$ cat config.mk
export PLATFORM = sky130hd
export DESIGN_NAME = mtr_resolver
export DESIGN_NICKNAME = d
export VERILOG_FILES = /design/src/rtl/mtr_pkg.sv /design/src/rtl/mtr_regfile.sv /design/src/rtl/mtr_fixed_lookup.sv /design/src/rtl/mtr_var_resolve.sv /design/src/rtl/mtr_resolver.sv
export SDC_FILE = /design/constraint.sdc
export NUM_CORES = 2
export LEC_CHECK = 0
export ABC_AREA = 1
export BUFFER_PORTS_ARGS = -buffer_cell sky130_fd_sc_hd__buf_2
export CORE_UTILIZATION = 40
export DETAILED_ROUTE_END_ITERATION = 10
export HOLD_SLACK_MARGIN = 0.06
export PLACE_DENSITY = 0.63
export SYNTH_ARGS = -nofsm -noshare
export SYNTH_HDL_FRONTEND = slang
export SYNTH_HIERARCHICAL = 1
export SYNTH_SLANG_ARGS = --single-unit
$ cat constraint.sdc
create_clock -name clk -period 8.47 [get_ports clk]
set_input_delay 0.4235 -clock clk [delete_from_list [all_inputs] [get_ports clk]]
set_output_delay 0.4235 -clock clk [all_outputs]
set_load 0.01 [all_outputs]
$ cat src/rtl/mtr_pkg.sv
package mtr_pkg;

    typedef logic [7:0] mtype_t;

    localparam mtype_t MT_UC = 8'd0;
    localparam mtype_t MT_WC = 8'd1;
    localparam mtype_t MT_WT = 8'd4;
    localparam mtype_t MT_WP = 8'd5;
    localparam mtype_t MT_WB = 8'd6;

    localparam int SEL_W      = 6;
    localparam int SEL_CTRL   = 0;
    localparam int SEL_BOUND  = 1;
    localparam int SEL_FIX0   = 2;
    localparam int SEL_VAR0   = 32;

    localparam int NUM_FIX    = 11;
    localparam int CTL_FIX_BIT = 10;
    localparam int CTL_EN_BIT  = 11;
    localparam int VAR_VALID_BIT = 11;

    typedef enum logic [2:0] {
        SRC_OFF   = 3'd0,
        SRC_FIXED = 3'd1,
        SRC_HIGH  = 3'd2,
        SRC_VAR   = 3'd3,
        SRC_DEF   = 3'd4
    } src_e;

endpackage

$ cat src/rtl/mtr_regfile.sv
module mtr_regfile
    import mtr_pkg::*;
#(
    parameter int PA_W    = 36,
    parameter int NUM_VAR = 8
) (
    input  logic                          clk,
    input  logic                          rst_n,
    input  logic                          wr_en,
    input  logic [SEL_W-1:0]              wr_sel,
    input  logic [63:0]                   wr_data,
    output mtype_t                        def_type_q,
    output logic                          fix_en_q,
    output logic                          glob_en_q,
    output logic [PA_W-1:0]               bound_q,
    output logic [NUM_FIX-1:0][63:0]      fix_q,
    output logic [NUM_VAR-1:0][PA_W-1:0]  var_base_q,
    output logic [NUM_VAR-1:0][PA_W-1:0]  var_mask_q
);

    always_ff @(posedge clk or negedge rst_n) begin
        if (!rst_n) begin
            def_type_q <= MT_UC;
            fix_en_q   <= 1'b0;
            glob_en_q  <= 1'b0;
        end else if (wr_en && wr_sel == SEL_W'(SEL_CTRL)) begin
            def_type_q <= wr_data[7:0];
            fix_en_q   <= wr_data[CTL_FIX_BIT];
            glob_en_q  <= wr_data[CTL_EN_BIT];
        end
    end

    always_ff @(posedge clk or negedge rst_n) begin
        if (!rst_n) begin
            bound_q <= '0;
        end else if (wr_en && wr_sel == SEL_W'(SEL_BOUND)) begin
            bound_q <= wr_data[PA_W-1:0];
        end
    end

    for (genvar k = 0; k < NUM_FIX; k++) begin : g_fix
        localparam int SEL_K = SEL_FIX0 + k;
        always_ff @(posedge clk or negedge rst_n) begin
            if (!rst_n) begin
                fix_q[k] <= '0;
            end else if (wr_en && wr_sel == SEL_W'(SEL_K)) begin
                fix_q[k] <= wr_data;
            end
        end
    end

    for (genvar i = 0; i < NUM_VAR; i++) begin : g_var
        localparam int SEL_B = SEL_VAR0 + 2 * i;
        localparam int SEL_M = SEL_VAR0 + 2 * i + 1;
        always_ff @(posedge clk or negedge rst_n) begin
            if (!rst_n) begin
                var_base_q[i] <= '0;
                var_mask_q[i] <= '0;
            end else if (wr_en) begin
                if (wr_sel == SEL_W'(SEL_B)) var_base_q[i] <= wr_data[PA_W-1:0];
                if (wr_sel == SEL_W'(SEL_M)) var_mask_q[i] <= wr_data[PA_W-1:0];
            end
        end
    end

endmodule

$ cat src/rtl/mtr_fixed_lookup.sv
module mtr_fixed_lookup
    import mtr_pkg::*;
(
    input  logic [19:12]             page,
    input  logic [NUM_FIX-1:0][63:0] fix_q,
    output mtype_t                   fix_type
);

    logic [3:0] reg_idx;
    logic [2:0] lane;

    always_comb begin
        if (!page[19]) begin
            reg_idx = 4'd0;
            lane    = page[18:16];
        end else if (!page[18]) begin
            reg_idx = 4'd1 + {3'd0, page[17]};
            lane    = page[16:14];
        end else begin
            reg_idx = 4'd3 + {1'b0, page[17:15]};
            lane    = page[14:12];
        end
    end

    always_comb begin
        fix_type = MT_UC;
        for (int k = 0; k < NUM_FIX; k++) begin
            if (reg_idx == 4'(k)) fix_type = fix_q[k][{lane, 3'b000} +: 8];
        end
    end

endmodule

$ cat src/rtl/mtr_var_resolve.sv
module mtr_var_resolve
    import mtr_pkg::*;
#(
    parameter int PA_W    = 36,
    parameter int NUM_VAR = 8
) (
    input  logic [PA_W-1:0]               addr,
    input  logic [NUM_VAR-1:0][PA_W-1:0]  var_base_q,
    input  logic [NUM_VAR-1:0][PA_W-1:0]  var_mask_q,
    output logic                          any_hit,
    output mtype_t                        var_type,
    output logic                          var_conflict
);

    localparam logic [PA_W-1:0] PA_MASK  = '1;
    localparam logic [PA_W-1:0] LOW_MASK = PA_W'(4095);

    logic   [NUM_VAR-1:0] hit;
    mtype_t [NUM_VAR-1:0] hit_type;

    for (genvar i = 0; i < NUM_VAR; i++) begin : g_pair
        logic [PA_W-1:0] mask_hi;
        logic [PA_W-1:0] span;
        logic [PA_W-1:0] span_neg;
        assign mask_hi     = var_mask_q[i] & ~LOW_MASK;
        assign span        = (PA_MASK ^ mask_hi) + PA_W'(1);
        assign span_neg    = -span;
        assign hit[i]      = var_mask_q[i][VAR_VALID_BIT] &&
                             ((addr & span_neg) == (var_base_q[i] & ~LOW_MASK));
        assign hit_type[i] = var_base_q[i][7:0];
    end

    logic   seen;
    logic   seen_uc;
    logic   all_same;
    logic   only_wtwb;
    mtype_t first_type;

    always_comb begin
        seen       = 1'b0;
        seen_uc    = 1'b0;
        all_same   = 1'b1;
        only_wtwb  = 1'b1;
        first_type = MT_UC;
        for (int i = 0; i < NUM_VAR; i++) begin
            if (hit[i]) begin
                if (!seen) first_type = hit_type[i];
                else if (hit_type[i] != first_type) all_same = 1'b0;
                seen = 1'b1;
                if (hit_type[i] == MT_UC) seen_uc = 1'b1;
                if (hit_type[i] != MT_WT && hit_type[i] != MT_WB) only_wtwb = 1'b0;
            end
        end
    end

    always_comb begin
        any_hit      = seen;
        var_conflict = 1'b0;
        if (seen_uc) begin
            var_type = MT_UC;
        end else if (all_same) begin
            var_type = first_type;
        end else if (only_wtwb) begin
            var_type = MT_WT;
        end else begin
            var_type     = MT_UC;
            var_conflict = 1'b1;
        end
    end

endmodule

$ cat src/rtl/mtr_resolver.sv
module mtr_resolver
    import mtr_pkg::*;
#(
    parameter int PA_W    = 36,
    parameter int NUM_VAR = 8
) (
    input  logic             clk,
    input  logic             rst_n,
    input  logic             wr_en,
    input  logic [5:0]       wr_sel,
    input  logic [63:0]      wr_data,
    input  logic             lk_valid,
    input  logic [PA_W-1:0]  lk_addr,
    output logic             res_valid,
    output logic [7:0]       res_type,
    output logic             res_conflict
);

    mtype_t                        def_type_q;
    logic                          fix_en_q;
    logic                          glob_en;
    logic [PA_W-1:0]               bound_q;
    logic [NUM_FIX-1:0][63:0]      fix_q;
    logic [NUM_VAR-1:0][PA_W-1:0]  var_base_q;
    logic [NUM_VAR-1:0][PA_W-1:0]  var_mask_q;

    mtr_regfile #(.PA_W(PA_W), .NUM_VAR(NUM_VAR)) regs_i (
        .clk        (clk),
        .rst_n      (rst_n),
        .wr_en      (wr_en),
        .wr_sel     (wr_sel),
        .wr_data    (wr_data),
        .def_type_q (def_type_q),
        .fix_en_q   (fix_en_q),
        .glob_en_q  (glob_en),
        .bound_q    (bound_q),
        .fix_q      (fix_q),
        .var_base_q (var_base_q),
        .var_mask_q (var_mask_q)
    );

    mtype_t fix_type;

    mtr_fixed_lookup fixed_i (
        .page     (lk_addr[19:12]),
        .fix_q    (fix_q),
        .fix_type (fix_type)
    );

    logic   any_hit;
    mtype_t var_type;
    logic   var_conflict;

    mtr_var_resolve #(.PA_W(PA_W), .NUM_VAR(NUM_VAR)) var_i (
        .addr         (lk_addr),
        .var_base_q   (var_base_q),
        .var_mask_q   (var_mask_q),
        .any_hit      (any_hit),
        .var_type     (var_type),
        .var_conflict (var_conflict)
    );

    logic in_low_meg;
    logic in_high_win;
    src_e src;

    assign in_low_meg  = (lk_addr[PA_W-1:20] == '0);
    assign in_high_win = (lk_addr[PA_W-1:32] != '0) && (lk_addr < bound_q);

    // Source selection, in fixed precedence order.
    always_comb begin
        if (!glob_en)                     src = SRC_OFF;
        else if (in_low_meg && fix_en_q)  src = SRC_FIXED;
        else if (in_high_win)             src = SRC_HIGH;
        else if (any_hit)                 src = SRC_VAR;
        else                              src = SRC_DEF;
    end

    mtype_t type_d;
    logic   conflict_d;

    always_comb begin
        type_d     = MT_UC;
        conflict_d = 1'b0;
        unique case (src)
            SRC_OFF:   type_d = MT_UC;
            SRC_FIXED: type_d = fix_type;
            SRC_HIGH:  type_d = MT_WB;
            SRC_VAR: begin
                type_d     = var_type;
                conflict_d = var_conflict;
            end
            SRC_DEF:   type_d = def_type_q;
            default:   type_d = MT_UC;
        endcase
    end

    always_ff @(posedge clk or negedge rst_n) begin
        if (!rst_n) begin
            res_valid    <= 1'b0;
            res_type     <= MT_UC;
            res_conflict <= 1'b0;
        end else begin
            res_valid <= lk_valid;
            if (lk_valid) begin
                res_type     <= type_d;
                res_conflict <= conflict_d;
            end
        end
    end

endmodule

# Word level (Yosys, flattened, before mapping)
# Index checks and enable logic that the tools add are counted.
word_totals:
  ff_bits: 1336
  inputBits: 110
  output_inout_bits: 10
  elab_cells: 315
classes:
  add_sub_neg: 18
  order_cmp: 1
  n_eq_ne: 73
  n_shift: 11
  mux: 103
  n_bitwise: 16
  n_reduce_logical: 59
op_table:
  columns: ["op", "count"]
  rows:
  - ["$shiftx 64x7->8", 11]
  - ["$add 36x1->36 const B", 8]
  - ["$and 36x36->36", 8]
  - ["$eq 36x36->1", 8]
  - ["$neg 36->36", 8]
  - ["$not 36->36", 8]
  - ["$mux 8", 28]
  - ["$ne 8x3->1 const B", 16]
  - ["$eq 6x6->1 const B", 16]
  - ["$mux 1", 65]
  - ["$logic_not 8->1", 8]
  - ["$ne 8x8->1", 7]
  - ["$lt 36x36->1", 1]
  - ["$pmux 8 s4", 1]
  - ["$reduce_and 2->1", 16]
  - ["$logic_and 1x1->1", 31]
  - ["$eq 6x4->1 const B", 5]
  - ["$eq 6x3->1 const B", 4]
  - ["$mux 3", 7]
  - ["$eq 4x3->1 const B", 4]
  - ["$logic_not 16->1", 1]
  - ["$eq 4x4->1 const B", 3]
  - ["$eq 6x2->1 const B", 2]
  - ["$eq 4x2->1 const B", 2]
  - ["other kinds (11)", 13]

# Depth between registers and ports, before layout
depth:
  ltp_word: 32
  mapped_depth: 34
  depth_no_buf: 33

# Modules after synthesis
# The synthesis kept the hierarchy.
modules_own_cells:
  columns: ["module", "instances", "cells_each", "area_per_inst_um2", "seq_area_each_um2"]
  rows:
  - ["mtr_regfile", 1, 5893, 52088.7, 33181.8]
  - ["mtr_var_resolve", 1, 1719, 7868.8, 0.0]
  - ["mtr_fixed_lookup", 1, 1597, 7588.5, 0.0]
  - ["mtr_resolver", 1, 272, 1685.4, 250.2]

# Worst setup path before layout
# No wires, ideal clock.
synth_path:
  kind: "input to register"
  start: "in lk_addr[26]"
  end: "reg res_type[2]"
  setup_time_ns: 0.065
  t_arrival_ns: 2.930
  required_ns: 8.405
  path_slack_ns: 5.475
  stages: 28
  n_path_buf: 3
  path_cell_list: "buf_2 -> nand2_2 -> xor2_1 -> nand4_1 -> nor2_2 -> nand2_4 -> nor2b_4 -> buf_6 -> buf_6 -> nand4_2 -> nand3_1 -> nand2_2 -> nand2_1 -> nand2_1 -> nand3_1 -> nor2_1 -> nand2_1 -> nand2_1 -> nand2_1 -> nor2_4 -> nand2_2 -> nand2_1 -> nand2_1 -> nor2_1 -> nand3_1 -> nand3_1 -> nand2_1 -> nand2_1"
synth_via:
  elab_chain_len: 29
  elab_cells_between_ends: 121
  classes_between: "order compare (1); eq/ne (19); mux (82); bitwise (8); reduce/logical (11)"
synth_rtl:
  columns: ["element", "line", "rtl"]
  rows:
  - ["from (decl)", "mtr_resolver.sv:13", "input logic [PA_W-1:0] lk_addr,"]
  - ["$and 36x36->36", "mtr_var_resolve.sv:29", "((addr & span_neg) == (var_base_q[i] & ~LOW_MASK));"]
  - ["$eq 36x36->1", "mtr_var_resolve.sv:29", null]
  - ["$logic_and 1x1->1", "mtr_var_resolve.sv:28", "assign hit[i] = var_mask_q[i][VAR_VALID_BIT] &&"]
  - ["$mux 8", "mtr_var_resolve.sv:46", "if (hit[i]) begin"]
  - ["$ne 8x8->1", "mtr_var_resolve.sv:48", "else if (hit_type[i] != first_type) all_same = 1'b0;"]
  - ["$mux 1", "mtr_var_resolve.sv:48", null]
  - ["$mux 1", "mtr_var_resolve.sv:47", "if (!seen) first_type = hit_type[i];"]
  - ["$mux 1", "mtr_var_resolve.sv:46", null]
  - ["[... 14 more ...]", null, null]
  - ["$mux 1", "mtr_var_resolve.sv:46", null]
  - ["$mux 1", "mtr_var_resolve.sv:48", null]
  - ["$mux 1", "mtr_var_resolve.sv:47", null]
  - ["$mux 1", "mtr_var_resolve.sv:46", null]
  - ["$mux 8", "mtr_var_resolve.sv:61", "end else if (all_same) begin"]
  - ["$mux 8 *", "mtr_var_resolve.sv:59", "if (seen_uc) begin"]
  - ["named net var_type[2]", "mtr_resolver.sv:51", "mtype_t var_type;"]
  - ["$pmux 8 s4 *", "mtr_resolver.sv:85", "unique case (src)"]
  - ["to (signal assigned)", "mtr_resolver.sv:106", "res_type <= type_d;"]
  - ["to (decl)", "mtr_resolver.sv:15", "output logic [7:0] res_type,"]
# Mark *: on every way through the listed nets, which the timed path passes. The rest lies on a longest branch.
# A chain may end at the register's enable or synchronous reset.

# Final worst setup path
layout_path:
  start: "in lk_addr[19]"
  end: "reg res_type[5]"
layout_via:
  elab_cells_between_ends: 138
  classes_between: "order compare (1); eq/ne (29); shift (11); mux (79); bitwise (8); reduce/logical (10)"
layout_lines:
  columns: ["element", "line", "rtl"]
  rows:
  - ["$mux 3 or $mux 4 (tied branches)", "mtr_fixed_lookup.sv:13", "if (!page[19]) begin"]
  - ["$shiftx 64x7->8 or $logic_not 4->1 (tied branches)", "mtr_fixed_lookup.sv:28", "if (reg_idx == 4'(k)) fix_type = fix_q[k][{lane, 3'b000} +: 8];"]
  - ["$mux 8 (10 in series)", "mtr_fixed_lookup.sv:28", null]
  - ["$mux 8 *", "mtr_fixed_lookup.sv:28", null]
  - ["named net fix_type[5]", "mtr_resolver.sv:42", "mtype_t fix_type;"]
  - ["$pmux 8 s4 *", "mtr_resolver.sv:85", null]
# Marks and branches as above.

==> results.md <==
* Outcome: finished, final reports clean
* Syn. warnings at 6
* Mean post-synth cell area at approximately 7.2 µm²
* Hold WS at 107.3 ps
* Place WS at about 3300 ps
* GRT Util Overall at 29.68%
* Cells after synthesis at 8999
* Fin worst setup slack at between 3000 and 4000 ps
* Crit path time final at around 4500 ps
* Layout net count at 8838
* CP Capture Type: flop
* Die X at 404.3 µm
* Avg Vias per Cell at approximately 5.6
* Crit-path max FO at ~140
* CTS tree: built
* Worst Hold Class: input pin to flop
* Num CTS Buffers at 140
* Fmax at ~220 MHz
* Clock Path Buffers at 3
* Initial core utilization at roughly two fifths
* Syn Nets at around 9100
* Layout cells sized above 1 at 6.623%
* Die ar. at roughly 160000 µm²
* Rows at between 100 and 150
* Initial DRC Count at about 7200
* Final Hold Fails at 0
* Initial antenna violation count at 14
* # DRC at 0
* Setup TNS Final at 0 ps
* Crit path kind: input pin to flop
* Max-slew violations at 0
* Vias in the first global route at about 57000
* Slew at the pin closest to its max-slew limit at about 1400 ps
* Sink Count at roughly 1200
* DRT Wirelength at 246100 µm
* Boundary Pins at between 100 and 150
* Core Region at around 160000 µm²
* Clk_skew at between 30 and 40 ps
* Synth-to-layout area growth at 9.651%
* Detail Route Antenna Nets at 0
* Max_cap viols at 0
* Pwr Density at ~230 nW/µm²
* Via Count at about 60000
* Worst R2R Setup Slack at ~4100 ps
* H-tree depth at 4
* Leakage at 37.41 nW
* VDD IR max at 0.2218 mV
* Synthesized cell area at around 65000 µm²
* Root Buffer: clkbuf_16
* Grt total ovfl at 0
* Slew HR at 6.174%
* Arrival time worst endpoint at about 5200 ps
* Worst-path clk slew at around 60 ps
* Final RePlAce weighted congestion at about 0.92
* Setup bufs post-CTS at 0
* Startpoint Class: input pin
* Wire per inst at about 22 µm
* First-pass GRT wire length at 369300 µm
* RSZ-0062 raised after global routing: no
* I/O Buffers at around 120
* Largest net degree at the start of global routing at 168
* Drt pass-1 iters at 6
* Endpoints failing setup at 0
* Req. time, crit path at a little over 9000 ps
* Die H at around 400 µm
* Clk_lat worst skew at approximately 800 ps
* DP Wirelength at 145900 µm
* Fin crit share at 53.00%
-- layout by cell type, fill, tap and decap left out, types with 29 or more instances in the layout --
cell type	instances
nand2_1	3648
dfrtp_1	1216
clkbuf_8	39
inv_1	464
a21oi_1	59
nor2_1	511
o211ai_1	50
buf_4	82
xor2_1	29
clkbuf_16	146
o21ai_0	250
nand3_1	1569
ha_1	36
nand4_1	69
nand2_2	40
or2_2	32
nand3b_1	72
o221ai_1	49
buf_2	118
-- critical path, cell delays in order --
cell	delay (ps)
buf_2	490
buf_4	340
nand3_4	530
nand2_8	680
buf_12	500
nand2_1	120
nand3_1	120
nand3_1	160
nand3_1	140
nand3_1	80
nor2_1	310
nand4_1	220
nor2_1	250
nand4_1	260
nand2_1	140
nand3_1	80
nand2_1	60
nand2_1	40
-- final timing paths --
kind / cells past startpoint / to / startpoint
max in group asynchronous: 4 / regs_i/fix_q[546] / rst_n
min reg2reg: 2 / regs_i/fix_q[421] / regs_i/fix_q[421]
min in group asynchronous: 2 / regs_i/var_mask_q[281] / rst_n
min: 3 / regs_i/fix_q[103] / wr_data[39]
max: 18 / res_type[5] / lk_addr[19]
max reg2reg: 26 / res_type[3] / regs_i/var_base_q[24]
-- power breakdown --
part           leakage (nW)  total [W]  switching [W]  internal [W]
combinational          18.8    0.00277        0.00191      0.000856
clock                  2.39    0.00638        0.00262       0.00376
sequential             16.2    0.00706       0.000496       0.00656
total                  37.4     0.0162        0.00503        0.0112
-- stage by stage --
step | util [%] | cells | total power [W] | instance area (µm²)
2_1_floorplan | - | 8999 | 0.008842 | 64740
6_report | 44.21 | 10970 | 0.01621 | 70990
4_1_cts | 44.20 | 10960 | 0.01623 | 70970
3_5_place_dp | 41.05 | 10690 | 0.009853 | 65910
3_3_place_gp | 41.05 | 10690 | 0.009790 | 65910
5_1_grt | 44.21 | 10970 | 0.01692 | 70980
-- repair_timing --
item,in CTS,in global routing
hold buffers,24,0
gates resized for setup,0,0
hold endpoints to repair,221,0
setup endpoints to repair,0,0
-- registers in the layout (all words and copies together) (netlist names) --
| register | count |
|---|---|
| res_valid | 1 |
| regs_i/glob_en_q | 1 |
| regs_i/fix_q | 704 |
| regs_i/bound_q | 36 |
| regs_i/var_base_q | 256 |
| res_type | 8 |
| regs_i/def_type_q | 8 |
| regs_i/fix_en_q | 1 |
| res_conflict | 1 |
| regs_i/var_mask_q | 200 |
-- metal layers --
layer | global-route usage, % | share of wire [%]
met4 | 12.03 | 4.2
met5 | 0 | 0.026
met2 | 45.22 | 44
met3 | 5.829 | 9.2
met1 | 41.23 | 42
-- area by class of cell --
class	instances	area [µm²]
fill	16200	89580
sequential	1216	30430
multi-input combinational	6621	29550
clock buffer	211	4288
tap	2160	2703
inverter	478	1802
timing repair buffer	235	1667
clock inverter	41	539.3
antenna	6	15.01
Power figures use the tool's default switching activity.
